### src/rtl/pwr_seq_pkg.sv
`timescale 1ns/1ps
package pwr_seq_pkg;

   typedef enum logic [2:0] {
      PS_BOOT  = 3'd0,
      PS_RUN   = 3'd1,
      PS_SLEEP = 3'd2,
      PS_HOST  = 3'd3,
      PS_OFF   = 3'd4
   } pwr_mode_e;

   function automatic logic mode_is_active(input pwr_mode_e m);
      return (m == PS_RUN) || (m == PS_HOST);
   endfunction

endpackage

### src/rtl/pwr_rst_sync.sv
`timescale 1ns/1ps
module pwr_rst_sync #(
   parameter int STAGES = 2
) (
   input  logic clk,
   input  logic arst_n,
   output logic srst_n
);

   if (STAGES < 2) begin : g_bad_stages
      $error("pwr_rst_sync: STAGES must be at least 2");
   end

   logic [STAGES-1:0] chain_q;

   always_ff @(posedge clk or negedge arst_n) begin
      if (!arst_n) chain_q <= '0;
      else         chain_q <= {chain_q[STAGES-2:0], 1'b1};
   end

   assign srst_n = chain_q[STAGES-1];

endmodule

### src/rtl/pwr_sync.sv
`timescale 1ns/1ps
module pwr_sync #(
   parameter int              WIDTH   = 1,
   parameter int              STAGES  = 2,
   parameter logic [WIDTH-1:0] RST_VAL = '0
) (
   input  logic             clk,
   input  logic             rst_n,
   input  logic [WIDTH-1:0] d,
   output logic [WIDTH-1:0] q
);

   if (STAGES < 2) begin : g_bad_stages
      $error("pwr_sync: STAGES must be at least 2");
   end
   if (WIDTH < 1) begin : g_bad_width
      $error("pwr_sync: WIDTH must be at least 1");
   end

   logic [WIDTH-1:0] stage_q [STAGES];

   for (genvar s = 0; s < STAGES; s++) begin : g_stage
      if (s == 0) begin : g_first
         always_ff @(posedge clk or negedge rst_n) begin
            if (!rst_n) stage_q[s] <= RST_VAL;
            else        stage_q[s] <= d;
         end
      end else begin : g_next
         always_ff @(posedge clk or negedge rst_n) begin
            if (!rst_n) stage_q[s] <= RST_VAL;
            else        stage_q[s] <= stage_q[s-1];
         end
      end
   end

   assign q = stage_q[STAGES-1];

endmodule

### src/rtl/pwr_mode_fsm.sv
`timescale 1ns/1ps
module pwr_mode_fsm
   import pwr_seq_pkg::*;
#(
   parameter int STARTUP_CYCLES = 16
) (
   input  logic      clk,
   input  logic      rst_n,
   input  logic      wake_s,
   input  logic      pdn_n_s,
   input  logic      cs_n_s,
   input  logic      busy_s,
   output pwr_mode_e mode
);

   localparam int CNT_W = (STARTUP_CYCLES < 2) ? 1 : $clog2(STARTUP_CYCLES + 1);
   localparam logic [CNT_W-1:0] CNT_LAST = CNT_W'(STARTUP_CYCLES - 1);

   if (STARTUP_CYCLES < 1) begin : g_bad_startup
      $error("pwr_mode_fsm: STARTUP_CYCLES must be at least 1");
   end

   pwr_mode_e         mode_q, mode_d;
   logic [CNT_W-1:0]  cnt_q, cnt_d;
   logic              cs_prev_q;
   logic              cs_fall;

   assign cs_fall = cs_prev_q & ~cs_n_s;

   always_ff @(posedge clk or negedge rst_n) begin
      if (!rst_n) cs_prev_q <= 1'b1;
      else        cs_prev_q <= cs_n_s;
   end

   always_comb begin
      mode_d = mode_q;
      cnt_d  = cnt_q;
      if ((mode_q != PS_OFF) && !pdn_n_s) begin
         mode_d = PS_OFF;
      end else begin
         unique case (mode_q)
            PS_BOOT: begin
               if (cnt_q == CNT_LAST) mode_d = wake_s ? PS_RUN : PS_SLEEP;
               else                   cnt_d  = cnt_q + 1'b1;
            end
            PS_RUN: begin
               if (!wake_s) mode_d = PS_SLEEP;
            end
            PS_SLEEP: begin
               if (wake_s)       mode_d = PS_RUN;
               else if (cs_fall) mode_d = PS_HOST;
            end
            PS_HOST: begin
               if (cs_n_s && !busy_s) mode_d = wake_s ? PS_RUN : PS_SLEEP;
            end
            default: mode_d = PS_OFF;
         endcase
      end
   end

   always_ff @(posedge clk or negedge rst_n) begin
      if (!rst_n) begin
         mode_q <= PS_BOOT;
         cnt_q  <= '0;
      end else begin
         mode_q <= mode_d;
         cnt_q  <= cnt_d;
      end
   end

   assign mode = mode_q;

   // power-down request wins over every other input
   assert_pdn_entry_R9: assert property (@(posedge clk) disable iff (!rst_n)
      !pdn_n_s |=> (mode_q == PS_OFF));

   // nothing but reset leaves power-down
   assert_pdn_sticky_R10: assert property (@(posedge clk) disable iff (!rst_n)
      (mode_q == PS_OFF) |=> (mode_q == PS_OFF));

   // operating mode drops to sleep on a low wake request
   assert_run_to_sleep_R4: assert property (@(posedge clk) disable iff (!rst_n)
      (mode_q == PS_RUN && pdn_n_s && !wake_s) |=> (mode_q == PS_SLEEP));

   // sleep rises to operating mode on a high wake request
   assert_sleep_to_run_R5: assert property (@(posedge clk) disable iff (!rst_n)
      (mode_q == PS_SLEEP && pdn_n_s && wake_s) |=> (mode_q == PS_RUN));

   // a chip-select falling edge in sleep starts a host wake
   assert_cs_wake_R6: assert property (@(posedge clk) disable iff (!rst_n)
      (mode_q == PS_SLEEP && pdn_n_s && !wake_s && $fell(cs_n_s)) |=> (mode_q == PS_HOST));

   // an unfinished host access keeps the device awake
   assert_host_hold_R7: assert property (@(posedge clk) disable iff (!rst_n)
      (mode_q == PS_HOST && pdn_n_s && (!cs_n_s || busy_s)) |=> (mode_q == PS_HOST));

   // chip select leaves operating mode alone
   assert_run_cs_R11: assert property (@(posedge clk) disable iff (!rst_n)
      (mode_q == PS_RUN && pdn_n_s && wake_s) |=> (mode_q == PS_RUN));

endmodule

### src/rtl/pwr_clk_en_gen.sv
`timescale 1ns/1ps
module pwr_clk_en_gen
   import pwr_seq_pkg::*;
#(
   parameter int                     NUM_DOMAINS     = 4,
   parameter logic [NUM_DOMAINS-1:0] SLEEP_KEEP_MASK = '0
) (
   input  pwr_mode_e              mode,
   output logic                   mode_ind,
   output logic [NUM_DOMAINS-1:0] clk_en
);

   if (NUM_DOMAINS < 1) begin : g_bad_domains
      $error("pwr_clk_en_gen: NUM_DOMAINS must be at least 1");
   end

   logic active;
   logic asleep;

   assign active   = mode_is_active(mode);
   assign asleep   = (mode == PS_SLEEP);
   assign mode_ind = active;

   for (genvar d = 0; d < NUM_DOMAINS; d++) begin : g_dom
      if (SLEEP_KEEP_MASK[d]) begin : g_keep
         assign clk_en[d] = active | asleep;
      end else begin : g_gate
         assign clk_en[d] = active;
      end
   end

endmodule

### src/rtl/pwr_seq_ctrl.sv
`timescale 1ns/1ps
module pwr_seq_ctrl
   import pwr_seq_pkg::*;
#(
   parameter int                     NUM_DOMAINS     = 4,
   parameter int                     STARTUP_CYCLES  = 16,
   parameter int                     SYNC_STAGES     = 2,
   parameter logic [NUM_DOMAINS-1:0] SLEEP_KEEP_MASK = NUM_DOMAINS'(1)
) (
   input  logic                   clk,
   input  logic                   rst_n,
   input  logic                   wake,
   input  logic                   pdn_n,
   input  logic                   spi_cs_n,
   input  logic                   spi_busy,
   output logic                   mode_ind,
   output logic [NUM_DOMAINS-1:0] clk_en
);

   localparam int               IN_W    = 4;
   localparam logic [IN_W-1:0]  IN_RST  = 4'b0110; // {busy, cs_n, pdn_n, wake}

   logic             srst_n;
   logic [IN_W-1:0]  in_raw, in_s;
   pwr_mode_e        mode;

   pwr_rst_sync #(.STAGES(SYNC_STAGES)) u_rst (
      .clk    (clk),
      .arst_n (rst_n),
      .srst_n (srst_n)
   );

   assign in_raw = {spi_busy, spi_cs_n, pdn_n, wake};

   pwr_sync #(.WIDTH(IN_W), .STAGES(SYNC_STAGES), .RST_VAL(IN_RST)) u_sync (
      .clk   (clk),
      .rst_n (srst_n),
      .d     (in_raw),
      .q     (in_s)
   );

   pwr_mode_fsm #(.STARTUP_CYCLES(STARTUP_CYCLES)) u_fsm (
      .clk     (clk),
      .rst_n   (srst_n),
      .wake_s  (in_s[0]),
      .pdn_n_s (in_s[1]),
      .cs_n_s  (in_s[2]),
      .busy_s  (in_s[3]),
      .mode    (mode)
   );

   pwr_clk_en_gen #(.NUM_DOMAINS(NUM_DOMAINS), .SLEEP_KEEP_MASK(SLEEP_KEEP_MASK)) u_en (
      .mode     (mode),
      .mode_ind (mode_ind),
      .clk_en   (clk_en)
   );

   // the indicator never claims operation without every clock running
   assert_ind_en_R5: assert property (@(posedge clk) disable iff (!srst_n)
      mode_ind |-> (&clk_en));

   // a held reset keeps every enable off
   assert_reset_quiet_R1: assert property (@(posedge clk)
      !rst_n |-> (!mode_ind && clk_en == '0));

endmodule

### config.mk
export PLATFORM = sky130hd
export DESIGN_NAME = pwr_seq_ctrl
export DESIGN_NICKNAME = d
export VERILOG_FILES = /design/src/rtl/pwr_seq_pkg.sv /design/src/rtl/pwr_rst_sync.sv /design/src/rtl/pwr_sync.sv /design/src/rtl/pwr_mode_fsm.sv /design/src/rtl/pwr_clk_en_gen.sv /design/src/rtl/pwr_seq_ctrl.sv
export SDC_FILE = /design/constraint.sdc
export NUM_CORES = 1
export LEC_CHECK = 0
export BUFFER_PORTS_ARGS = -buffer_cell sky130_fd_sc_hd__buf_2
export CAP_MARGIN = 10
export CORE_MARGIN = 3
export CORE_UTILIZATION = 40
export CTS_CLUSTER_SIZE = 10
export DETAILED_ROUTE_END_ITERATION = 10
export PLACE_DENSITY = 0.6
export REMOVE_ABC_BUFFERS = 1
export SLEW_MARGIN = 20
export SYNTH_ARGS = -nofsm -noshare
export SYNTH_HDL_FRONTEND = slang
export SYNTH_SLANG_ARGS = --single-unit
### constraint.sdc
create_clock -name clk -period 2.1 [get_ports clk]
set_clock_uncertainty 0.1 [all_clocks]
set_input_delay 0 -clock clk [delete_from_list [all_inputs] [get_ports clk]]
set_output_delay 0 -clock clk [all_outputs]
set_load 0.03 [all_outputs]
# Word level (Yosys, flattened, before mapping)

Index checks and enable logic that the tools add are counted.

Multiplexer cells: 8
Eq/ne operators: 9
$add $sub $neg: 1
Reductions and logical operators: 8
Bitwise gates (word level): 5

Operator list:

| operator            | number |
|---|---|
| $mux 3              | 6 |
| $pmux 3 s4          | 1 |
| $ne 3x3->1 const B  | 3 |
| $eq 3x2->1 const B  | 2 |
| $add 5x1->5 const B | 1 |
| $eq 5x4->1 const B  | 1 |
| $ne 4x4->1 const B  | 1 |
| $reduce_and 4->1    | 1 |
| $eq 3x1->1 const B  | 1 |
| $logic_not 3->1     | 1 |
| $ne 3x1->1 const B  | 1 |
| $not 1->1           | 3 |
| $reduce_and 3->1    | 1 |
| $logic_and 1x1->1   | 2 |
| $logic_not 1->1     | 2 |
| $mux 2              | 1 |
| $and 1x1->1         | 1 |
| $logic_or 1x1->1    | 1 |
| $or 1x1->1          | 1 |

Register bits after elaboration: 19
Input port bits: 6
Output and inout bits: 5
Word-level logic and storage cells: 37

# Longest topological paths before layout

Depth in word-level cells: 6
Depth in mapped cells: 6

# Hierarchy

A second synthesis with hierarchy kept.

Cell total of the unflattened synthesis: 58
Area total of the unflattened synthesis: 785.8 um2

By module, submodules not included:

| module         | area each (um2) | cells each | instances | seq. area each (um2) |
|---|---|---|---|---|
| pwr_mode_fsm   | 457.9           | 38         | 1         | 226.5 |
| pwr_sync       | 235.2           | 12         | 1         | 205.2 |
| pwr_rst_sync   | 53.8            | 3          | 1         | 50.0 |
| pwr_clk_en_gen | 38.8            | 5          | 1         | 0.0 |

# Worst setup path after synthesis

Ideal clock, no wire load.

Kind: reg-to-reg
Start: reg u_fsm.cnt_q[0]
End: reg u_fsm.cnt_q[1]
Period minus slack after synthesis: 1.793 ns
Arrival time: 1.568 ns
Buffers on the path: 0
Stages on the path, launching flop included: 7
Path slack: 0.307 ns
Path through: dfrtp_1 -> ha_1 -> and3_1 -> ha_1 -> nor3_4 -> nand2_4 -> mux2_4

Word-level cells in the longest chain between the ends: 3
Elaborated cells between the ends (all ways): 4
Those cells by class: add/sub (1); eq/ne (1); bitwise (1); reduce/logical (1)

Ends and longest elaborated chain:

| what                                                | RTL line           | text |
|---|---|---|
| start, declared                                     | pwr_mode_fsm.sv:24 | `logic [CNT_W-1:0] cnt_q, cnt_d;` |
| start signal, assigned                              | pwr_mode_fsm.sv:67 | `cnt_q <= cnt_d;` |
| branches (longest 3 deep; another with $add 5x1->5) | n/a                |  |

Several ways; the timed one is not identified.
A chain may end at the register's enable or synchronous reset.

# Worst setup path after layout

Same ends and word-level chain as after synthesis.

==> results.yml <==
sta:
  drv_slew: 0
  rsz0062_at_grt: "false"
  worst_slew_pin_slew_ns: 0.633
  setup-violations-final: 0
  fmax_mhz: 525
  tns_ns: 0
  period_needed_ns: 1.90
  max-slew-margin-rel_pct: 57.8
  fin_crit_sh_pct: 90.7
  timing.final.hold_violations: 0
logic_synthesis:
  syn_inst: 50
  synth.area.top_cells: "dfrtp_1 49%, dfstp_2 18%, xnor2_1 3.7%"
  synthesis.area_um2: 717
  synth_top_area_share_pct: 48.9
  yosysWarnings: 0
  syn_area_per_cell_um2: 14.3
  synth_cell_types: 20
  yosys.area.top_type: "dfrtp_1"
  synth-seq-cells: 19
  ys_seq_area_share_pct: 67.2
pwr:
  ir_drop_uv: 416
  p_sw_mw: 0.129
  clkPwrFrac_pct: 29.0
  netSwitchingFraction_pct: 21.3
  pwr-share-seq_pct: 66.0
  p_comb_share_pct: 4.9
  powerDensity_mw_per_mm2: 705
  intPower_mw: 0.478
  p_leak_nw: 0.402
finish:
  fillers: 135
  antenna_cells: 0
  final_common_cell: "dfrtp_1"
  final_util_pct: 54.1
  syn2layout_area_growth_pct: 20.2
  layout_common_cells: "14 x dfrtp_1, 10 x buf_2, 6 x dlygate4sd3_1"
  nets: 76
  drive_gt1_share_pct: 35.8
global_routing:
  grt_max_degree: 18
  grt_pass1_vias: 373
  antenna_found_initial: 0
  grt_use_total_pct: 8.53
  grt-ovfl-total: 0
  grt_pass1_wl_um: 1560
routing:
  num_vias: 385
  post_drt_wl_per_cell_um: 10.2
  drc: 0
  drt-initial-drc-count: 1
  postRouteAntennaNets: 0
  first_pass_iters: 3
  vias_per_cell: 4.23
  wirelength_um: 926
clock_network:
  cts_setup_buffers: 0
  clock_latency_ns: 0.29
  numClockSinks: 19
  clock_path_buffers: 2
  post_cts_resized: 0
  cts_tree: "done"
  clockRootBuffer: "clkbuf_4"
  path_clk_slew_ns: 0.10
  cts.htree.levels: 1
  cts_hold_buf: 6
  cts_made_buffers: 3
die:
  start_util_pct: 45.0
  core_mm2: 0.00159
  io_pins: 11
  dieArea_mm2: 0.00234
  rows: 14
  die_h_um: 48.3
  die-width_um: 48.3
placed_design:
  numPortBuffers: 10
  hpwl_um: 644
  gp_congestion: 0.761
setup_path:
  r2r_slack_ns: 0.20
  critPathMaxFanout: 5
  worstPathArrival_ns: 1.98
  required_ns: 2.18
  cp-end-kind: "flop"
  start_kind: "flop"
  critPathKind: "reg2reg"
hold_path:
  hp-class: "reg2async"
job:
  timing.max_cap.violations: 0
run_status:
  status: "complete, no violations"
[path summary, 6_finish.rpt]
kind,startpoint,endpoint,cells past startpoint
worst max-delay path,u_fsm.cnt_q[0],u_fsm.cnt_q[1],6
worst min-delay path,u_rst.chain_q[1],u_sync.q[3],0
worst max register to register,u_fsm.cnt_q[0],u_fsm.cnt_q[1],6
worst min register to register,u_rst.chain_q[1],u_sync.q[3],0
max in group asynchronous,u_rst.chain_q[1],u_fsm.cnt_q[0],0
min in group clk,wake,u_sync.stage_q[4],2
[registers in the layout, summed over array words and instances, names as in the netlist]
signal           count
u_sync.stage_q       4
u_fsm.mode           3
u_rst.chain_q        2
u_fsm.cs_prev_q      1
u_fsm.cnt_q          5
u_sync.q             4
[stage by stage]
stage               power (mW)  area (um^2)  std cells  setup WS (ns)  hold slack [ns]
floorplan                0.420          694         47        0.00788           -0.396
global placement         0.429          774         81          0.224           -0.313
detailed placement       0.431          774         81          0.202           -0.313
CTS                      0.617          862         91          0.180            0.200
global route             0.640          862         91          0.105            0.236
finish                   0.608          862         91          0.195            0.168
[synthesized netlist by cell type]
master,count
buf_4,3
conb_1,1
nor4_1,1
xnor2_1,3
nand2b_1,1
mux2i_1,1
a21boi_0,1
inv_1,4
dfrtp_1,14
nor2b_2,1
a221oi_1,1
dfstp_2,5
ha_1,2
nand2_4,1
nor2_1,4
a2111oi_2,1
mux2_4,1
nor3_4,1
and3_1,2
nand3_1,2
[cells by family (layout without fill, tap and decap cells)]
family	Yosys count	count (layout)	synth area share (%)
AO/OA/AOI/OAI	3	3	4.36
XOR/XNOR	3	3	3.67
adder cells (fa/ha/maj)	2	2	3.49
buffers and inverters	7	24	5.23
flip-flops	19	19	67.2
multiplexers	2	2	3.49
other	1	1	0.523
AND/OR/NAND/NOR	13	13	12.0
[worst max-delay path: stages (launching register included)]
cell and delay (ns):
dfrtp_1 0.41, ha_1 0.22, and3_1 0.18, ha_1 0.21, nor3_4 0.27, nand2_4 0.11, mux2_4 0.31
[power groups by stage]
stage	Sequential, mW	Combinational (mW)	Clock (mW)
floorplan	0.405	0.0143	0
global placement	0.408	0.0209	0
detailed placement	0.409	0.0217	0
CTS	0.402	0.0300	0.185
global route	0.405	0.0342	0.201
finish	0.401	0.0299	0.176
[metal layers]
metal | track usage, % | share of wire (%)
met2 | 13.5 | 46
met3 | 1.84 | 4.8
met1 | 11.0 | 48
met4 | 4.27 | 0.76
met5 | 0 | 0
[area by class of cell]
cell class	count	area (um^2)	share of cell area [%]
flip-flops and latches	19	482	55.9
multi-input cells	24	198	22.9
repair buffers	16	110	12.8
well taps	24	30.0	3.48
clock buffers	3	22.5	2.61
inverters	4	15.0	1.74
clock inverters	1	5.00	0.581
(Power assumes the default switching activity.)
